$ cat src/rtl/serx_pkg.sv
package serx_pkg;
  localparam int DATA_W = 32;
  localparam int ADDR_W = 5;
  localparam int NUM_DEV = 3;

  localparam logic [ADDR_W-1:0] ADDR_STATUS = 5'd0;
  localparam logic [ADDR_W-1:0] ADDR_CTRL   = 5'd12;
  localparam logic [ADDR_W-1:0] ADDR_DATA   = 5'd16;

  // status field positions
  localparam int ST_FLAG = 3;
  localparam int ST_CLK_LO = 4;
  localparam int ST_DEV_LO = 7;

  // control field positions
  localparam int CT_START = 0;
  localparam int CT_MODE = 1;
  localparam int CT_TYPE_LO = 2;
  localparam int CT_LEN_LO = 4;

  localparam logic [1:0] XFER_READ = 2'b00;

  typedef struct packed {
    logic load;
    logic rise;
    logic fall;
    logic finish;
  } serx_strobe_t;
endpackage

$ cat src/rtl/serx_ctrl.sv
module serx_ctrl
  import serx_pkg::*;
#(
  parameter int BASE_HALF = 1
) (
  input  logic         clk,
  input  logic         rstN,
  input  logic         startReq,
  input  logic [2:0]   clkCode,
  input  logic [1:0]   byteLen,
  output serx_strobe_t strobe,
  output logic         busy,
  output logic         sclk
);
  localparam int HALF_MAX = BASE_HALF * 32;
  localparam int CNT_W = $clog2(HALF_MAX + 1);
  localparam int BIT_W = 5;

  logic [CNT_W-1:0] divCnt;
  logic [CNT_W-1:0] halfLen;
  logic [BIT_W-1:0] bitCnt;
  logic [BIT_W-1:0] lastBit;
  logic             tick;

  function automatic logic [CNT_W-1:0] halfCycles(input logic [2:0] code);
    logic [2:0] eff;
    eff = (code > 3'd5) ? 3'd0 : code;
    return CNT_W'(BASE_HALF) << (3'd5 - eff);
  endfunction

  assign halfLen = halfCycles(clkCode);
  assign tick = busy && (divCnt == '0);

  always_comb begin
    strobe.load   = startReq && !busy;
    strobe.rise   = tick && !sclk;
    strobe.fall   = tick && sclk;
    strobe.finish = tick && sclk && (bitCnt == lastBit);
  end

  always_ff @(posedge clk or negedge rstN) begin
    if (!rstN) begin
      busy    <= 1'b0;
      sclk    <= 1'b0;
      divCnt  <= '0;
      bitCnt  <= '0;
      lastBit <= '0;
    end else if (strobe.load) begin
      busy    <= 1'b1;
      sclk    <= 1'b0;
      divCnt  <= halfLen - 1'b1;
      bitCnt  <= '0;
      lastBit <= {byteLen, 3'b111};
    end else if (busy) begin
      if (tick) begin
        divCnt <= halfLen - 1'b1;
        sclk   <= ~sclk;
        if (strobe.finish) begin
          busy <= 1'b0;
        end else if (strobe.fall) begin
          bitCnt <= bitCnt + 1'b1;
        end
      end else begin
        divCnt <= divCnt - 1'b1;
      end
    end
  end
endmodule

$ cat src/rtl/serx_datapath.sv
module serx_datapath
  import serx_pkg::*;
(
  input  logic              clk,
  input  logic              rstN,
  input  logic              wrEn,
  input  logic [ADDR_W-1:0] addr,
  input  logic [DATA_W-1:0] wrData,
  output logic [DATA_W-1:0] rdData,
  input  serx_strobe_t      strobe,
  input  logic              busy,
  output logic              startReq,
  output logic [2:0]        clkCode,
  output logic [1:0]        byteLen,
  output logic [NUM_DEV-1:0] csN,
  output logic              mosi,
  input  logic              miso,
  output logic              irq
);
  logic [NUM_DEV-1:0] devSel;
  logic [2:0]         clkSel;
  logic               doneFlag;
  logic [1:0]         lenSel;
  logic [1:0]         typeSel;
  logic               modeSel;
  logic [DATA_W-1:0]  dataReg;
  logic [DATA_W-1:0]  txShift;
  logic [DATA_W-1:0]  rxAcc;
  logic               wrStatus;
  logic               wrCtrl;
  logic               wrDataReg;
  logic               txEn;
  logic               rxEn;
  logic [4:0]         alignShift;

  assign wrStatus  = wrEn && (addr == ADDR_STATUS) && !busy;
  assign wrCtrl    = wrEn && (addr == ADDR_CTRL) && !busy;
  assign wrDataReg = wrEn && (addr == ADDR_DATA) && !busy;
  assign startReq  = wrCtrl && wrData[CT_START] && !wrData[CT_MODE];

  assign clkCode = clkSel;
  assign byteLen = wrCtrl ? wrData[CT_LEN_LO +: 2] : lenSel;
  assign irq     = doneFlag;

  assign txEn       = (typeSel != XFER_READ);
  assign rxEn       = !typeSel[0];
  assign alignShift = {2'd3 - lenSel, 3'b000};
  assign mosi       = busy && txEn && txShift[DATA_W-1];

  for (genvar i = 0; i < NUM_DEV; i++) begin : g_sel
    assign csN[i] = ~devSel[i];
  end

  always_ff @(posedge clk or negedge rstN) begin
    if (!rstN) begin
      devSel   <= '0;
      clkSel   <= '0;
      doneFlag <= 1'b0;
    end else begin
      if (wrStatus) begin
        devSel <= wrData[ST_DEV_LO +: NUM_DEV];
        clkSel <= wrData[ST_CLK_LO +: 3];
      end
      if (strobe.finish) begin
        doneFlag <= 1'b1;
      end else if (wrStatus && wrData[ST_FLAG]) begin
        doneFlag <= 1'b0;
      end
    end
  end

  always_ff @(posedge clk or negedge rstN) begin
    if (!rstN) begin
      lenSel  <= '0;
      typeSel <= '0;
      modeSel <= 1'b0;
    end else if (wrCtrl) begin
      lenSel  <= wrData[CT_LEN_LO +: 2];
      typeSel <= wrData[CT_TYPE_LO +: 2];
      modeSel <= wrData[CT_MODE];
    end
  end

  always_ff @(posedge clk or negedge rstN) begin
    if (!rstN) begin
      dataReg <= '0;
      txShift <= '0;
      rxAcc   <= '0;
    end else begin
      if (wrDataReg) begin
        dataReg <= wrData;
      end else if (strobe.finish && rxEn) begin
        dataReg <= rxAcc << alignShift;
      end
      if (strobe.load) begin
        txShift <= dataReg;
        rxAcc   <= '0;
      end else begin
        if (strobe.fall && !strobe.finish) begin
          txShift <= {txShift[DATA_W-2:0], 1'b0};
        end
        if (strobe.rise) begin
          rxAcc <= {rxAcc[DATA_W-2:0], miso};
        end
      end
    end
  end

  always_comb begin
    rdData = '0;
    case (addr)
      ADDR_STATUS: begin
        rdData[ST_DEV_LO +: NUM_DEV] = devSel;
        rdData[ST_CLK_LO +: 3]       = clkSel;
        rdData[ST_FLAG]              = doneFlag;
      end
      ADDR_CTRL: begin
        rdData[CT_LEN_LO +: 2]  = lenSel;
        rdData[CT_TYPE_LO +: 2] = typeSel;
        rdData[CT_MODE]         = modeSel;
        rdData[CT_START]        = busy;
      end
      ADDR_DATA: rdData = dataReg;
      default: rdData = '0;
    endcase
  end
endmodule

$ cat src/rtl/serx_master.sv
module serx_master
  import serx_pkg::*;
#(
  parameter int BASE_HALF = 1
) (
  input  logic              clk,
  input  logic              rstN,
  input  logic              wrEn,
  input  logic [ADDR_W-1:0] addr,
  input  logic [DATA_W-1:0] wrData,
  output logic [DATA_W-1:0] rdData,
  output logic [NUM_DEV-1:0] csN,
  output logic              sclk,
  output logic              mosi,
  input  logic              miso,
  output logic              irq
);
  serx_strobe_t strobe;
  logic         busy;
  logic         startReq;
  logic [2:0]   clkCode;
  logic [1:0]   byteLen;

  serx_ctrl #(.BASE_HALF(BASE_HALF)) u_ctrl (
    .clk(clk), .rstN(rstN), .startReq(startReq), .clkCode(clkCode),
    .byteLen(byteLen), .strobe(strobe), .busy(busy), .sclk(sclk)
  );

  serx_datapath u_dp (
    .clk(clk), .rstN(rstN), .wrEn(wrEn), .addr(addr), .wrData(wrData),
    .rdData(rdData), .strobe(strobe), .busy(busy), .startReq(startReq),
    .clkCode(clkCode), .byteLen(byteLen), .csN(csN), .mosi(mosi),
    .miso(miso), .irq(irq)
  );
endmodule

$ cat config.mk
export PLATFORM = sky130hd
export DESIGN_NAME = serx_master
export DESIGN_NICKNAME = d
export VERILOG_FILES = /design/src/rtl/serx_pkg.sv /design/src/rtl/serx_ctrl.sv /design/src/rtl/serx_datapath.sv /design/src/rtl/serx_master.sv
export SDC_FILE = /design/constraint.sdc
export NUM_CORES = 1
export LEC_CHECK = 0
export ABC_AREA = 0
export BUFFER_PORTS_ARGS = -buffer_cell sky130_fd_sc_hd__buf_4
export CAP_MARGIN = 25
export CORE_MARGIN = 2
export CORE_UTILIZATION = 40
export CTS_BUF_LIST = sky130_fd_sc_hd__clkbuf_8 sky130_fd_sc_hd__clkbuf_16
export DETAILED_ROUTE_END_ITERATION = 10
export SLEW_MARGIN = 10
export SYNTH_ARGS = -nofsm -noshare
export SYNTH_HDL_FRONTEND = slang
export SYNTH_HIERARCHICAL = 1
export SYNTH_SLANG_ARGS = --single-unit
$ cat constraint.sdc
create_clock -name clk -period 3.3 [get_ports clk]
set_input_delay 0.165 -clock clk [delete_from_list [all_inputs] [get_ports clk]]
set_output_delay 0.165 -clock clk [all_outputs]
set_load 0.01 [all_outputs]
# After elaboration in Yosys (flattened, before gate mapping)
# Index checks and enable logic that the tools add are counted.
# word_totals
inputBits,41
ff_bits,126
elab_cells,94
# classes
n_lt_le_gt_ge,1
n_mux,29
shift,2
n_eq_ne,4
bitwise,4
reduce_logical,35
addsub,5
# ops
cell,count
2-to-1 mux 32 bit,6
left shift 32 x 5 -> 32 bit,1
2-to-1 mux 5 bit,5
2-to-1 mux 22 bit,1
logical AND 1 bit,18
2-to-1 mux 6 bit,3
nonzero test 2 bit,8
subtractor 6 x 1 -> 6 bit (second input constant),2
2-to-1 mux 1 bit,9
case mux 3 bit (3 select lines),1
case mux 4 bit (2 select lines),1
logical NOT 6 bit,1
case mux 3 bit (2 select lines),1
left shift 1 x 3 -> 6 bit (first input constant),1
adder 5 x 1 -> 5 bit (second input constant),1
equality test 5 x 4 -> 1 bit (second input constant),1
equality test 5 bit,1
equality test 5 bit (second input constant),1
logical NOT 1 bit,5
logical NOT 5 bit,1
NOT 1 bit,4
AND reduction 4 bit,1
greater-than comparator 3 bit (second input constant),1
2-to-1 mux 3 bit,1
5 further kinds,5

# Depth between registers and ports, before layout
# Gate-level depths: netlist (run 1).
# depth
ltp_word,8
ltp_mapped,13
depth_no_buf,9

# By module
# The synthesis (run 1) kept the hierarchy.
# by_module_without_submodules
module,cells_per_inst,instances,area_per_inst_um2,seq_area_each_um2
serx_datapath,482,1,5586.6,2702.6
serx_ctrl,100,1,962.2,400.4

# Least setup slack after synthesis (run 1)
# No wires, ideal clock.
# synth_timing
path_kind,reg2reg
from,register u_ctrl.busy
to,register u_dp.txShift[27]
period_less_slack_ns,2.743
t_required_ns,3.175
stages_incl_launch_ff,13
t_arrival_ns,2.618
path_buffers,5
path_slack_ns,0.557
setup_time_ns,0.125
path_cell_list,dfrtp_1 -> nor2b_1 -> and4_1 -> buf_2 -> and3b_1 -> buf_2 -> nand2b_1 -> buf_2 -> inv_2 -> buf_2 -> clkbuf_1 -> mux2_2 -> mux2_2
# synth_rtl
item,line_no,text
from (decl),serx_ctrl.sv:12,"output logic busy,"
from (signal assigned),serx_ctrl.sv:43,busy <= 1'b0;
from (signal assigned),serx_ctrl.sv:49,busy <= 1'b1;
from (signal assigned),serx_ctrl.sv:59,busy <= 1'b0;
to (signal assigned),serx_datapath.sv:96,txShift <= dataReg;
to (signal assigned),serx_datapath.sv:100,"txShift <= {txShift[DATA_W-2:0], 1'b0};"
to (decl),serx_datapath.sv:27,logic [DATA_W-1:0] txShift;

==> reports/metrics.yaml, run 1 <==
crit_fanout: 22
power_frac_comb_pct: 19.2
clockPowerShare_pct: 36.6
grt_max_degree: 72
p_leak_uw: 0.003703
fmax_ghz: 0.3587
wl_um: 17460
drv_cap: 0
syn_avg_cell_area_um2: 11.25
path_class: "flop to flop"
p_switching_uw: 1565
synth_top_area_share_pct: 47.38
route.detailed.drc: 0
cts_resized: 0
pre_cts_slack_ns: 0.3784
min_path_type: "input port to flop"
status: "completed"
synth_cells: 582
final_layout_size_suffix_gt1_share_pct: 32.17
final_hold_viol_count: 0
clk_pin_slew_ns: 0.06
syn_nets: 626
internal_power_uw: 3676
cts-htree-levels: 4
synth_area_um2: 6549
power_density_nw_per_um2: 638.4
start_util_pct: 41.08
clk_latency_ns: 0.42
fin_nets: 719
ys.flop_type: "dfrtp_1"
via_count: 5083
grt_pass1_wl_um: 28410
cts.path.max_buffers: 2
worst_pin_slew_ns: 0.9592
die_area_um2: 17410
cp.arrival_ns: 3.08
setup_slack_ns: 0.5119
finalClockSkew_ns: 0.007429
grt_pass1_vias: 5128
ys_types: 59
rows: 46
grtUsageTotal_pct: 20.69
grt_overflow: 0
num_antenna_cells: 0
path_cells: "nor2b_1, and4_1, and3b_1, nand2b_1, inv_2, buf_4, a31oi_1, a21o_1, a221o_1"
p_seq_share_pct: 44.2
drt_first_pass_iters: 5
min_period_ns: 2.788
cpPeakStageDelay_ns: 0.37
core-area_um2: 15940
ys_top_cells_by_count: "dfrtp_1, mux2_2, mux2i_1, nor2_1, nand2_1"
synth-seq-area-share_pct: 47.38
crit_path_end_kind: "flop"
rsz0062_at_grt: "false"
cts_tree: "built"
first_iter_violations: 328
hpwl_um: 11920
cts.sinks: 124
cts_setup_buffers: 0
critPathRequiredTime_ns: 3.59
routabilityCongestion: 0.7920
utilization_pct: 51.50
ant_nets: 0
period_share_pct: 84.49
cpMaxStageDelayCell: "dfrtp_1"
cts_inserted_buffers: 17
relSlewSlack_pct: 36.06
synth_warnings: 6
die_height_um: 132.0
synthArstFlopShare_pct: 100.0
slew_violations: 0
synth.area.top_cells: "dfrtp_1, mux2_2, mux2i_1"
die_w_um: 132.0
root_buffer: "clkbuf_16"
startpoint_type: "flop"
wl_per_cell_um: 19.34
yosysTopAreaCell: "dfrtp_1"
stdcell_count: 903
grt_antenna_before_repair: 0
yosys.cell_count.top_type: "dfrtp_1"
fin_setup_tns_ns: 0
synth-edff-count: 0
area_growth_pct: 25.37
peakVddDrop_mv: 0.3840
finalSetupViolations: 0
ys_ff_latch: 124
pin_count: 79
io_buffers: 78
viasPerCell: 5.629
placedCellCount: 846
p_sw_share_pct: 29.86
[sequential cells by signal, summed over array words and instances, names as in the netlist]
signal	cells
u_ctrl/bitCnt	5
u_ctrl/busy	1
u_ctrl/divCnt	6
u_ctrl/lastBit	3
u_ctrl/sclk	1
u_dp/clkCode	3
u_dp/dataReg	32
u_dp/devSel	3
u_dp/irq	1
u_dp/lenSel	2
u_dp/modeSel	1
u_dp/rxAcc	32
u_dp/txShift	32
u_dp/typeSel	2
[critical path, delay by kind of cell (launching register included)]
family | cells | cell delay [ns]
AND/OR/NAND/NOR | 4 | 1.09
buffers and inverters | 2 | 0.45
flip-flops | 1 | 0.37
AO/OA/AOI/OAI | 3 | 0.75
[layer usage]
metal | global-route usage, % | part of all wire [%] | wire length, um
met1 | 28.16 | 46 | 8000
met2 | 32.73 | 48 | 8380
met3 | 4.075 | 4.3 | 758
met4 | 7.911 | 1.8 | 322
met5 | 0 | 0 | 0
[through the flow]
step | hold WS (ns) | cell area (um2) | power (uW)
after floorplan | -0.1306 | 6549 | 2872
after global placement | 0.3645 | 7338 | 3266
after detailed placement | 0.3756 | 7338 | 3304
after CTS | 0.02759 | 8210 | 5262
after global routing | 0.06915 | 8210 | 5497
final | 0.03371 | 8210 | 5241
[what timing repair did]
action                                 4_1_cts  5_1_grt
endpoints found under the hold margin       99        0
setup endpoints to repair                    0        0
hold buffers                                26        0
[path summary, 6_finish.rpt]
kind / slack, ns / startpoint / end / cells after the start
min in group asynchronous: 0.42 / rstN / u_ctrl/divCnt[2] / 2
worst max-delay path: 0.51 / u_ctrl/busy / u_ctrl/divCnt[3] / 9
max in group asynchronous: 1.91 / rstN / u_dp/dataReg[20] / 3
worst max register to register: 0.51 / u_ctrl/busy / u_ctrl/divCnt[3] / 9
worst min register to register: 0.50 / u_dp/txShift[26] / u_dp/txShift[26] / 1
worst min-delay path: 0.03 / wrData[30] / u_dp/dataReg[30] / 3
[layout make-up]
type / count / area [um2]
Tap cell: 216 / 270.3
Clock buffer: 22 / 494.2
Multi-Input combinational cell: 405 / 3224
Timing Repair Buffer: 119 / 970.9
Clock inverter: 9 / 117.6
Fill cell: 1396 / 7732
Sequential cell: 124 / 3103
Inverter: 8 / 30.03
[cell families (layout without fill, tap and decap cells)]
kind of cell	after synthesis	after routing	synth area share, %
compound gates	96	96	10.97
xor+xnor	7	7	0.9362
mux	132	132	23.23
simple gates	167	167	13.28
buf+inv	53	158	3.630
flops	124	124	47.38
fa+ha+maj	3	3	0.5732
[power by group through the flow]
| stage | clock, uW | combinational [uW] | sequential [uW] |
|---|---|---|---|
| after global routing | 2010 | 1110 | 2370 |
| after CTS | 1940 | 1010 | 2310 |
| final | 1920 | 1010 | 2320 |
| after detailed placement | 0 | 969 | 2330 |
| after floorplan | 0 | 752 | 2120 |
| after global placement | 0 | 949 | 2320 |
[cell usage in the layout, fill, tap and decap left out, types with 5 or more instances in the layout]
cell           synthesis  layout
clkbuf_16              0      17
clkbuf_8               0       5
nand3_1               20      20
a22o_1                 7       7
nor3_1                10      10
mux2_2                80      80
and3_1                26      26
o22ai_1                8       8
a221oi_1               8       8
mux4_2                 8       8
nor2_1                43      41
dlygate4sd3_1          0      26
o21ai_0                6       6
dfrtp_1              124     124
o21ai_1               12      12
nand2_1               32      32
nand3b_1               5       5
a22oi_1                8       8
o2bb2ai_1              9       9
a31oi_1               10      10
buf_4                  3      92
inv_1                  7       9
a2bb2oi_1              8       8
mux2i_1               44      44
(Power assumes the default switching activity.)
==> run 2: changes to the inputs <==
==> constraint.sdc (replaced) <==
create_clock -name clk -period 2.6 [get_ports clk]
set_input_delay 0.13 -clock clk [delete_from_list [all_inputs] [get_ports clk]]
set_output_delay 0.13 -clock clk [all_outputs]
set_load 0.01 [all_outputs]
==> reports/metrics.yaml, run 2 (synthesized netlist as in run 1, its figures left out) <==
cpPeakStageDelay_ns: 0.42  # +0.05 ns
area_growth_pct: 28.33
cts.sinks: 124  # unchanged
cts_tree: "built"
wl_um: 17700  # +1.4%
route.detailed.drc: 0  # unchanged
rsz0062_at_grt: "false"
reg2reg_slack_ns: 0.33  # -0.18 ns
whs_ns: 0.01775  # -0.01596 ns
crit_path_end_kind: "flop"
power_density_nw_per_um2: 793.5  # +24%
path_class: "flop to flop"
cts-htree-levels: 4  # unchanged
clk_latency_ns: 0.43  # about the same
holdPathEnd: "u_dp/dataReg[24]"
rows: 46  # unchanged
regToRegStartpoint: "u_ctrl/busy"
root_buffer: "clkbuf_16"
finalSetupViolations: 0  # unchanged
final_hold_viol_count: 0  # unchanged
grt_pass1_vias: 5234  # +2.1%
io_buffers: 78  # unchanged
grt_antenna_before_repair: 0  # unchanged
utilization_pct: 52.72  # +1.2 points
path_common_cell: "mux2_2"
cpMaxStageDelayCell: "dfrtp_1"
core-area_um2: 15940  # unchanged
via_count: 5160  # +1.5%
grt_overflow: 0  # unchanged
reg2regPathDepth: 8  # -1
grt_pass1_wl_um: 28660  # +0.87%
setup_slack_ns: 0.3277  # -0.1843 ns
num_antenna_cells: 0  # unchanged
multi_input_area_um2: 3224  # unchanged
routabilityCongestion: 0.8171  # +3.2%
worstHoldPathCells: 3  # unchanged
fmax_ghz: 0.4401  # +23%
largestRegisters: "u_dp/dataReg: 32 flops, u_dp/rxAcc: 32 flops, u_dp/txShift: 32 flops"
slew_violations: 0  # unchanged
ant_nets: 0  # unchanged
clk_pin_slew_ns: 0.06  # about the same
crit_family: "simple AND/OR/NAND/NOR gates"
p_leak_uw: 0.003813  # +3.0%
peakVddDrop_mv: 0.5190  # +35%
final_layout_size_suffix_gt1_share_pct: 33.38  # +1.2 points
fillCellCount: 1419  # +1.6%
drt_first_pass_iters: 5  # unchanged
seqCellArea_um2: 3103  # unchanged
start_util_pct: 41.08  # unchanged
die_w_um: 132.0  # unchanged
power_frac_comb_pct: 20.1  # +0.9 points
grtUsageTotal_pct: 21.05  # +0.37 points
startpoint_type: "flop"
finalClockSkew_ns: 0.01240  # +0.004975 ns
hpwl_um: 12480  # +4.7%
cts_resized: 0  # unchanged
path_cells: "nor2b_1, and4_1, and3b_1, nand2b_1, inv_2, buf_12, mux2_2, mux2_2"
wl_per_cell_um: 19.18  # -0.82%
period_share_pct: 87.40  # +2.9 points
crit_fanout: 23  # +4.5%
min_from: "wrData[24]"
die_area_um2: 17410  # unchanged
reg2reg_to: "u_dp/txShift[17]"
cp.arrival_ns: 2.57  # -0.51 ns
p_seq_share_pct: 44.0  # -0.2 points
viasPerCell: 5.590  # -0.68%
pin_count: 79  # unchanged
fin_nets: 738  # +2.6%
cts_inserted_buffers: 17  # unchanged
status: "completed"
min_path_type: "input port to flop"
grt_max_degree: 44  # -39%
internal_power_uw: 4685  # +27%
p_sw_share_pct: 29.74  # -0.12 points
final_common_cell: "dfrtp_1"
p_switching_uw: 1983  # +27%
pre_cts_slack_ns: 0.3410  # -0.03738 ns
min_period_ns: 2.272  # -0.5157 ns
relSlewSlack_pct: 60.08  # +24 points
critPathRequiredTime_ns: 2.90  # -0.69 ns
first_iter_violations: 312  # -4.9%
drv_cap: 0  # unchanged
cts.path.max_buffers: 2  # unchanged
crit_buf_inv: 2  # unchanged
die_height_um: 132.0  # unchanged
worst_pin_slew_ns: 0.5988  # -0.3604 ns
clockPowerShare_pct: 35.9  # -0.7 points
final_cell_mix: "dfrtp_1, buf_4, mux2_2"
==> run 2: cell types whose count changed in the layout (fill, tap and decap cells not counted), sizes merged <==
cell	change
dlygate4sd3	+3
inv	+2
clkbuf	-1
buf	+16
==> run 2: timing repair <==
| item | in CTS | in global routing |
|---|---|---|
| hold buffers | 29 | 0 |
| setup buffers | 0 | 0 |
| hold endpoints to repair | 75 | 0 |
==> run 2: worst register-to-register path, cell delays in order, from the launching register on <==
cell,delay [ns]
dfrtp_1,0.42
nor2b_1,0.19
and4_1,0.25
and3b_1,0.20
nand2b_1,0.09
inv_2,0.17
buf_12,0.20
mux2_2,0.36
mux2_2,0.25
==> run 2: area by class of cell <==
cell class	count	area share [%]
inverter	8	0.3573
clock buffer	21	5.717
tap	216	3.216
timing repair buffer	138	13.93
multi-input combinational	405	38.37
clock inverter	11	1.489
sequential	124	36.92
==> run 2: layer usage <==
layer  wire, um  vias to the layer above  GRT usage [%]
li1           -                     2385              -
met3       1018                       23          5.113
met5          0                        -              0
met4        282                        0          6.341
met2       8537                      165          33.77
met1       7863                     2587          28.32
==> run 2: how the worst max path moves through the flow <==
| stage | slack [ns] | to | cells past startpoint | startpoint |
|---|---|---|---|---|
| final | 0.33 | u_dp/txShift[17] | 8 | u_ctrl/busy |
| after global routing | 0.13 | u_dp/dataReg[21] | 7 | u_ctrl/bitCnt[0] |
| after CTS | 0.33 | u_dp/dataReg[21] | 7 | u_ctrl/bitCnt[0] |
| after detailed placement | 0.34 | u_dp/dataReg[21] | 7 | u_ctrl/bitCnt[0] |
| after global placement | 0.38 | u_dp/txShift[23] | 9 | addr[1] |
| after floorplan | -0.006 | u_dp/txShift[10] | 11 | u_ctrl/busy |
==> run 2: metrics by stage <==
stage / setup TNS, ns / cell area (um2) / instances / power, uW
2_1_floorplan: -0.1270 / 6555 / 582 / 3645
3_5_place_dp: 0 / 7508 / 862 / 4244
4_1_cts: 0 / 8404 / 923 / 6701
3_3_place_gp: 0 / 7508 / 862 / 4189
6_report: 0 / 8404 / 923 / 6669
5_1_grt: 0 / 8404 / 923 / 7001
==> run 2: power by group through the flow <==
stage	sequential, uW	combinational (uW)	clock, uW
after CTS	2910	1350	2440
after global routing	2990	1480	2540
final	2930	1340	2400
after floorplan	2690	955	0
after global placement	2930	1260	0
after detailed placement	2950	1300	0
